## src/rtl/pmr_pkg.sv

```systemverilog
package pmr_pkg;
   localparam int CMD_W      = 8;
   localparam int OW_POS     = 7;
   localparam int GAP_POS    = 1;
   localparam int WGATE_POS  = 0;
   localparam int DRV_LSB    = 2;
   localparam int MAX_DRIVES = 4;

   typedef struct packed {
      logic gap;
      logic wgate;
   } glob_mode_t;

   typedef struct packed {
      logic gap;
      logic wgate;
      logic by_drive;
   } eff_mode_t;
endpackage

```

## src/rtl/pmr_cfg_store.sv

```systemverilog
module pmr_cfg_store
   import pmr_pkg::*;
#(
   parameter int NUM_DRIVES = 4
) (
   input  logic                  clk,
   input  logic                  rst_n,
   input  logic                  sw_rst,
   input  logic                  cmd_valid,
   input  logic [CMD_W-1:0]      cmd_byte,
   output glob_mode_t            glob_q,
   output logic [NUM_DRIVES-1:0] drv_q
);
   logic overwrite;
   assign overwrite = cmd_byte[OW_POS];

   always_ff @(posedge clk or negedge rst_n) begin
      if (!rst_n) begin
         glob_q <= '0;
      end else if (sw_rst) begin
         glob_q <= '0;
      end else if (cmd_valid) begin
         glob_q.gap   <= cmd_byte[GAP_POS];
         glob_q.wgate <= cmd_byte[WGATE_POS];
      end
   end

   for (genvar d = 0; d < NUM_DRIVES; d++) begin : g_drv
      always_ff @(posedge clk or negedge rst_n) begin
         if (!rst_n) begin
            drv_q[d] <= 1'b0;
         end else if (cmd_valid && overwrite && !sw_rst) begin
            drv_q[d] <= cmd_byte[DRV_LSB+d];
         end
      end
   end
endmodule

```

## src/rtl/pmr_drive_resolve.sv

```systemverilog
module pmr_drive_resolve
   import pmr_pkg::*;
#(
   parameter int NUM_DRIVES = 4,
   parameter int DSEL_W     = 2
) (
   input  glob_mode_t            glob_q,
   input  logic [NUM_DRIVES-1:0] drv_q,
   input  logic [DSEL_W-1:0]     drive_sel,
   output eff_mode_t             eff
);
   eff_mode_t per_drive [NUM_DRIVES];
   logic      glob_any;

   assign glob_any = glob_q.gap | glob_q.wgate;

   for (genvar d = 0; d < NUM_DRIVES; d++) begin : g_res
      always_comb begin
         if (glob_any) begin
            per_drive[d].gap      = glob_q.gap;
            per_drive[d].wgate    = glob_q.wgate;
            per_drive[d].by_drive = 1'b0;
         end else begin
            per_drive[d].gap      = drv_q[d];
            per_drive[d].wgate    = drv_q[d];
            per_drive[d].by_drive = drv_q[d];
         end
      end
   end

   always_comb begin
      eff = per_drive[0];
      for (int d = 0; d < NUM_DRIVES; d++) begin
         if (drive_sel == DSEL_W'(d)) eff = per_drive[d];
      end
   end
endmodule

```

## src/rtl/pmr_out_stage.sv

```systemverilog
module pmr_out_stage
   import pmr_pkg::*;
#(
   parameter int PRECOMP_W = 3,
   parameter int RATE_W    = 2,
   parameter int GAP2_W    = 8,
   parameter logic [(2**RATE_W)*GAP2_W-1:0] GAP2_TABLE = {8'd41, 8'd30, 8'd22, 8'd20},
   parameter logic [GAP2_W-1:0] GAP2_CONV = 8'd27
) (
   input  logic                 clk,
   input  logic                 rst_n,
   input  eff_mode_t            eff,
   input  logic [PRECOMP_W-1:0] precomp_in,
   input  logic [RATE_W-1:0]    rate_code,
   output logic                 mode_gap,
   output logic                 mode_wgate,
   output logic                 perp_drive,
   output logic [GAP2_W-1:0]    gap2_len,
   output logic [PRECOMP_W-1:0] precomp_out
);
   localparam int N_RATES = 2 ** RATE_W;

   logic [GAP2_W-1:0] rate_len [N_RATES];
   logic [GAP2_W-1:0] looked_up;
   logic [GAP2_W-1:0] gap2_d;
   logic [PRECOMP_W-1:0] precomp_d;

   for (genvar r = 0; r < N_RATES; r++) begin : g_tab
      assign rate_len[r] = GAP2_TABLE[r*GAP2_W +: GAP2_W];
   end

   always_comb begin
      looked_up = rate_len[0];
      for (int r = 0; r < N_RATES; r++) begin
         if (rate_code == RATE_W'(r)) looked_up = rate_len[r];
      end
   end

   assign gap2_d    = eff.gap ? looked_up : GAP2_CONV;
   assign precomp_d = eff.by_drive ? '0 : precomp_in;

   always_ff @(posedge clk or negedge rst_n) begin
      if (!rst_n) begin
         mode_gap    <= 1'b0;
         mode_wgate  <= 1'b0;
         perp_drive  <= 1'b0;
         gap2_len    <= GAP2_CONV;
         precomp_out <= '0;
      end else begin
         mode_gap    <= eff.gap;
         mode_wgate  <= eff.wgate;
         perp_drive  <= eff.by_drive;
         gap2_len    <= gap2_d;
         precomp_out <= precomp_d;
      end
   end
endmodule

```

## src/rtl/perp_mode_reg.sv

```systemverilog
module perp_mode_reg
   import pmr_pkg::*;
#(
   parameter int NUM_DRIVES = 4,
   parameter int PRECOMP_W  = 3,
   parameter int RATE_W     = 2,
   parameter int GAP2_W     = 8,
   parameter logic [(2**RATE_W)*GAP2_W-1:0] GAP2_TABLE = {8'd41, 8'd30, 8'd22, 8'd20},
   parameter logic [GAP2_W-1:0] GAP2_CONV = 8'd27,
   localparam int DSEL_W = (NUM_DRIVES > 1) ? $clog2(NUM_DRIVES) : 1,
   localparam int RB_W   = DRV_LSB + NUM_DRIVES
) (
   input  logic                 clk,
   input  logic                 rst_n,
   input  logic                 sw_rst,
   input  logic                 cmd_valid,
   input  logic [7:0]           cmd_byte,
   input  logic [DSEL_W-1:0]    drive_sel,
   input  logic [PRECOMP_W-1:0] precomp_in,
   input  logic [RATE_W-1:0]    rate_code,
   output logic                 mode_gap,
   output logic                 mode_wgate,
   output logic                 perp_drive,
   output logic [GAP2_W-1:0]    gap2_len,
   output logic [PRECOMP_W-1:0] precomp_out,
   output logic [RB_W-1:0]      rdbk
);
   if (NUM_DRIVES < 1 || NUM_DRIVES > MAX_DRIVES) begin : g_bad_drives
      $error("perp_mode_reg: NUM_DRIVES must be 1 to 4");
   end
   if (PRECOMP_W < 1 || RATE_W < 1 || GAP2_W < 1) begin : g_bad_widths
      $error("perp_mode_reg: widths must be positive");
   end

   glob_mode_t            glob_q;
   logic [NUM_DRIVES-1:0] drv_q;
   eff_mode_t             eff;

   pmr_cfg_store #(.NUM_DRIVES(NUM_DRIVES)) u_store (
      .clk       (clk),
      .rst_n     (rst_n),
      .sw_rst    (sw_rst),
      .cmd_valid (cmd_valid),
      .cmd_byte  (cmd_byte),
      .glob_q    (glob_q),
      .drv_q     (drv_q)
   );

   pmr_drive_resolve #(.NUM_DRIVES(NUM_DRIVES), .DSEL_W(DSEL_W)) u_resolve (
      .glob_q    (glob_q),
      .drv_q     (drv_q),
      .drive_sel (drive_sel),
      .eff       (eff)
   );

   pmr_out_stage #(
      .PRECOMP_W  (PRECOMP_W),
      .RATE_W     (RATE_W),
      .GAP2_W     (GAP2_W),
      .GAP2_TABLE (GAP2_TABLE),
      .GAP2_CONV  (GAP2_CONV)
   ) u_out (
      .clk         (clk),
      .rst_n       (rst_n),
      .eff         (eff),
      .precomp_in  (precomp_in),
      .rate_code   (rate_code),
      .mode_gap    (mode_gap),
      .mode_wgate  (mode_wgate),
      .perp_drive  (perp_drive),
      .gap2_len    (gap2_len),
      .precomp_out (precomp_out)
   );

   assign rdbk = {drv_q, glob_q.gap, glob_q.wgate};
endmodule

```

## config.mk

```make
export PLATFORM = sky130hd
export DESIGN_NAME = perp_mode_reg
export DESIGN_NICKNAME = d
export VERILOG_FILES = /design/src/rtl/pmr_pkg.sv /design/src/rtl/pmr_cfg_store.sv /design/src/rtl/pmr_drive_resolve.sv /design/src/rtl/pmr_out_stage.sv /design/src/rtl/perp_mode_reg.sv
export SDC_FILE = /design/constraint.sdc
export NUM_CORES = 1
export LEC_CHECK = 0
export ABC_AREA = 1
export ABC_CLOCK_PERIOD_IN_PS = 2250
export BUFFER_PORTS_ARGS = -buffer_cell sky130_fd_sc_hd__buf_2
export CAP_MARGIN = 20
export CORE_UTILIZATION = 46
export CTS_CLUSTER_SIZE = 12
export DETAILED_ROUTE_END_ITERATION = 16
export MAX_ROUTING_LAYER = met4
export PLACE_DENSITY_LB_ADDON = 0.25
export REMOVE_ABC_BUFFERS = 1
export SYNTH_ARGS = -nofsm -noshare
export SYNTH_HDL_FRONTEND = slang
export SYNTH_HIERARCHICAL = 1
export SYNTH_SLANG_ARGS = --single-unit
export TNS_END_PERCENT = 100
```

## constraint.sdc

```tcl
create_clock -name clk -period 2.25 [get_ports clk]
set_input_delay 0.3375 -clock clk [delete_from_list [all_inputs] [get_ports clk]]
set_output_delay 0.3375 -clock clk [all_outputs]
set_load 0.005 [all_outputs]
```

### After elaboration in Yosys (flattened, before gate mapping)

Cells that the tools add are included.

| storage, ports and cells | value |
|---|---|
| bits in registers | 20 |
| bits of input ports | 19 |
| output and inout bits | 20 |
| logic and storage cells | 36 |

| operators by class | value |
|---|---|
| equality and inequality tests | 6 |
| mux-type cells | 14 |
| bitwise operators | 1 |
| reductions and logical operators | 4 |

Operator list:

| operator | number |
|---|---|
| 3-bit two-way mux | 8 |
| 8-bit two-way mux | 3 |
| 2-bit == test (second input constant) | 4 |
| 2-bit two-way mux | 3 |
| 2-bit by 1-bit == test with 1-bit output (second input constant) | 2 |
| 1-bit logical AND | 2 |
| 2-bit nonzero test | 1 |
| 1-bit zero test | 1 |
| 1-bit OR | 1 |

### Depth between registers and ports, before layout

| depth | value |
|---|---|
| depth in word-level cells | 6 |
| gate-level depth with buffers | 7 |
| gate-level depth less buffers | 7 |

### Cells and area by module

Netlist, hierarchy kept.

Modules (own cells, without submodules):

| module | times used | cells each | area each (sq um) | sequential area each (sq um) |
|---|---|---|---|---|
| pmr_out_stage | 1 | 33 | 417.9 | 305.3 |
| pmr_cfg_store | 1 | 28 | 257.7 | 150.1 |
| pmr_drive_resolve | 1 | 15 | 86.3 | 0.0 |

### Worst setup path after synthesis

Ideal clock, no wire load.

| path | value |
|---|---|
| kind | register -> register |
| from | reg, netlist name u_store/glob_q[1] |
| to | reg u_out.gap2_len[5] |
| library setup time | 63 ps |
| arrival | 892 ps |
| data required time | 2187 ps |
| setup slack | 1295 ps |
| stages on the path, launching flop included | 6 |
| buffers on the path | 0 |
| clock period less this slack | 955 ps |
| cells stage by stage | dfrtp_1 > nor2_8 > nand3_2 > nand2_1 > nand2_1 > inv_1 |

RTL lines:

| item | RTL line | source |
|---|---|---|
| end signal: assignment | pmr_out_stage.sv:53 | `gap2_len <= gap2_d;` |
| end: declaration | pmr_out_stage.sv:18 | `output logic [GAP2_W-1:0] gap2_len,` |

### Worst setup path after layout

| path | value |
|---|---|
| from | reg, netlist name u_store/glob_q[0] |
| to | out rdbk[0] |

RTL lines:

| item | RTL line | source |
|---|---|---|
| end: declaration | perp_mode_reg.sv:26 | `output logic [RB_W-1:0] rdbk` |

No word-level cell between the ends.

==> flow_metrics.env <==
export IMPL_endpoint_kind="output port"
export IMPL_vias_per_cell=4.531
export IMPL_finalNetCount=137
export IMPL_r2r_end="u_out/gap2_len[2]$_DFF_PN0_"
export IMPL_cp_slowest_cell="dfrtp_1"
export IMPL_cp_data_required_time_ns=1.91
export IMPL_diodes=0
export IMPL_start_kind="register"
export IMPL_final_cells=130
export IMPL_fmax_mhz=772.4
export IMPL_grt_pass1_wl_um=2001
export IMPL_cts_tree="built"
export IMPL_syn2layout_area_growth_pct=29.23
export IMPL_mappedNetlistArea_um2=762.0
export IMPL_path_cells="buf_2"
export IMPL_dp_cells=125
export IMPL_drt_iter0_markers=6
export IMPL_seq_area_um2=455.4
export IMPL_grt_max_degree=19
export IMPL_finalMaxSlewViolations=0
export IMPL_fin_ws_ns=0.9554
export IMPL_start_util_pct=50.00
export IMPL_hold_viol=0
export IMPL_critPathBufInv=1
export IMPL_worstSetupEndpoint="rdbk[0]"
export IMPL_grt_ovfl_total=0
export IMPL_post_synth_cell_area_avg_um2=10.03
export IMPL_criticalPathCategory="register to output port"
export IMPL_r2r_cells=5
export IMPL_timing_rr_start="u_store/glob_q[1]$_DFFE_PN0P_"
export IMPL_multi_input_area_um2=235.2
export IMPL_core_area_um2=1524
export IMPL_io_buffers=35
export IMPL_num_rows=14
export IMPL_drc_errors=0
export IMPL_grt_pass1_vias=523
export IMPL_detail_route_antenna_nets=0
export IMPL_critPathMaxFanout=4
export IMPL_antenna_found_initial=0
export IMPL_ys_ff_latch=18
export IMPL_r2r_setup_slack_ns=1.19
export IMPL_p_leak_nw=0.5923
export IMPL_hold_path_depth=3
export IMPL_finalSetupViolCount=0
export IMPL_clock_path_buffers=2
export IMPL_rsz0062_at_grt="false"
export IMPL_min_period_over_period_pct=57.54
export IMPL_grt_usage_pct=15.27
export IMPL_synthCells=76
export IMPL_critical_path_top_delay_family="flip-flops"
export IMPL_cts_buffers=3
export IMPL_min_period_ns=1.295
export IMPL_die_x_um=42.70
export IMPL_drv_cap=0
export IMPL_yosysSeqAreaShare_pct=59.77
export IMPL_post_route_cells_drive_above_1_share_pct=42.11
export IMPL_crit_path_max_incr_delay_ns=0.51
export IMPL_crit_cells=1
export IMPL_hp_class="input pin to register"
export IMPL_via_count=589
export IMPL_cts_sinks=18
export IMPL_wire_per_inst_um=9.292
export IMPL_synth_area_top_cells="dfrtp_1, dfstp_2, nand2_1"
export IMPL_clock_latency_ns=0.28
export IMPL_clk_pin_slew_ns=0.10
export IMPL_yosysTopAreaCell="dfrtp_1"
export IMPL_die_y_um=42.70
export IMPL_n_fill_cell=142
export IMPL_post_synth_num_cell_types=13
export IMPL_yosysWarnings=6
export IMPL_arrival_ns=0.96
export IMPL_gp_congestion=0.7582
export IMPL_post_place_ws_ns=1.142
export IMPL_synth_top_area_share_pct=45.98
export IMPL_dr_pass1_iters=4
export IMPL_setup_tns_ns=0
export IMPL_die_area_um2=1823
export IMPL_cts_root_buf="clkbuf_4"
export IMPL_ioPinCount=39
export IMPL_fin_skew_ns=0.0004539
export IMPL_powerDensity_nw_per_um2=710.7
export IMPL_drt_total_wl_um=1208
export IMPL_ir_drop_uv=405.5
export IMPL_cts_htree_levels=1
export IMPL_critPathLaunch="u_store/glob_q[0]$_DFFE_PN0P_"
export IMPL_status="finished clean"
[stage by stage]
step	hold WS (ns)	total power, W	utilization (%)	cell area [um2]
final	0.2420	0.0006998	64.61	984.7
after floorplan	0.04191	0.0004442	-	743.2
after global placement	0.2739	0.0005095	61.58	938.4
after global routing	0.2288	0.0007443	64.61	984.7
after CTS	0.2361	0.0007057	64.61	984.7
after detailed placement	0.2786	0.0005145	61.58	938.4
[how the worst min path moves through the flow]
stage	slack, ns	start	end
after floorplan	0.04	rst_n	u_out/gap2_len[2]$_DFF_PN0_
after global routing	0.23	precomp_in[1]	u_out/precomp_out[1]$_DFF_PN0_
after detailed placement	0.28	rst_n	u_out/precomp_out[0]$_DFF_PN0_
after CTS	0.24	precomp_in[2]	u_out/precomp_out[2]$_DFF_PN0_
final	0.24	precomp_in[2]	u_out/precomp_out[2]$_DFF_PN0_
after global placement	0.27	rst_n	u_out/precomp_out[0]$_DFF_PN0_
[metal layers]
layer	global-route usage, %	up-vias	part of all wire [%]
met5	-	-	0
met1	17.19	256	43
li1	-	304	-
met3	2.553	2	6.1
met4	9.375	0	1.2
met2	25.15	27	49
[sequential cells by signal, summed over array words and instances (netlist names)]
name	flops
u_out/gap2_len	6
u_out/mode_gap	1
u_out/mode_wgate	1
u_out/perp_drive	1
u_out/precomp_out	3
u_store/drv_q	4
u_store/glob_q	2
[cell usage after synthesis, drive strengths merged]
| master | instances |
|---|---|
| conb | 1 |
| inv | 14 |
| nand4 | 4 |
| buf | 3 |
| ha | 3 |
| nand3 | 8 |
| dfstp | 4 |
| nor2 | 5 |
| dfrtp | 14 |
| nand2 | 20 |
[power by group]
group / total (W) / switching, W / internal (W)
Combinational: 0.000122 / 0.0000644 / 0.0000578
Sequential: 0.000385 / 0.0000180 / 0.000367
Clock: 0.000193 / 0.0000944 / 0.0000984
Total: 0.000700 / 0.000177 / 0.000523
[area by class of cell]
cell class                 instances  area share [%]
clock buffer                       4           3.685
inverter                          14           5.337
timing repair buffer              36           18.81
tap                               16           2.033
multi-input combinational         42           23.89
sequential                        18           46.25
[worst reg2reg max path, delay by kind of cell (launching register included)]
family | cells | cell delay [ns]
simple gates | 4 | 0.45
flops | 1 | 0.48
buf+inv | 1 | 0.06
[logic make-up (layout without fill, tap and decap cells)]
family	count (synthesis)	after routing	share of synthesized area (%)
and+or+nand+nor	37	37	24.96
DFF	18	18	59.77
buffers and inverters	17	54	9.852
adders and majority gates	3	3	4.927
other	1	2	0.4921
[what timing repair did]
item	CTS	global route
setup buffers	0	0
resized for setup	0	0
hold buffers	1	0
endpoints found under the hold margin	14	0
[placed cells by master (no fill, tap or decap), drive strengths merged]
master | synthesis | layout
dlygate4sd3 | 0 | 1
clkbuf | 0 | 4
conb | 1 | 2
inv | 14 | 14
nand2 | 20 | 20
buf | 3 | 35
dfstp | 4 | 4
dfrtp | 14 | 14
nor2 | 5 | 5
nand4 | 4 | 4
nand3 | 8 | 8
ha | 3 | 3
Note: power is estimated with default switching activity, not from simulation.
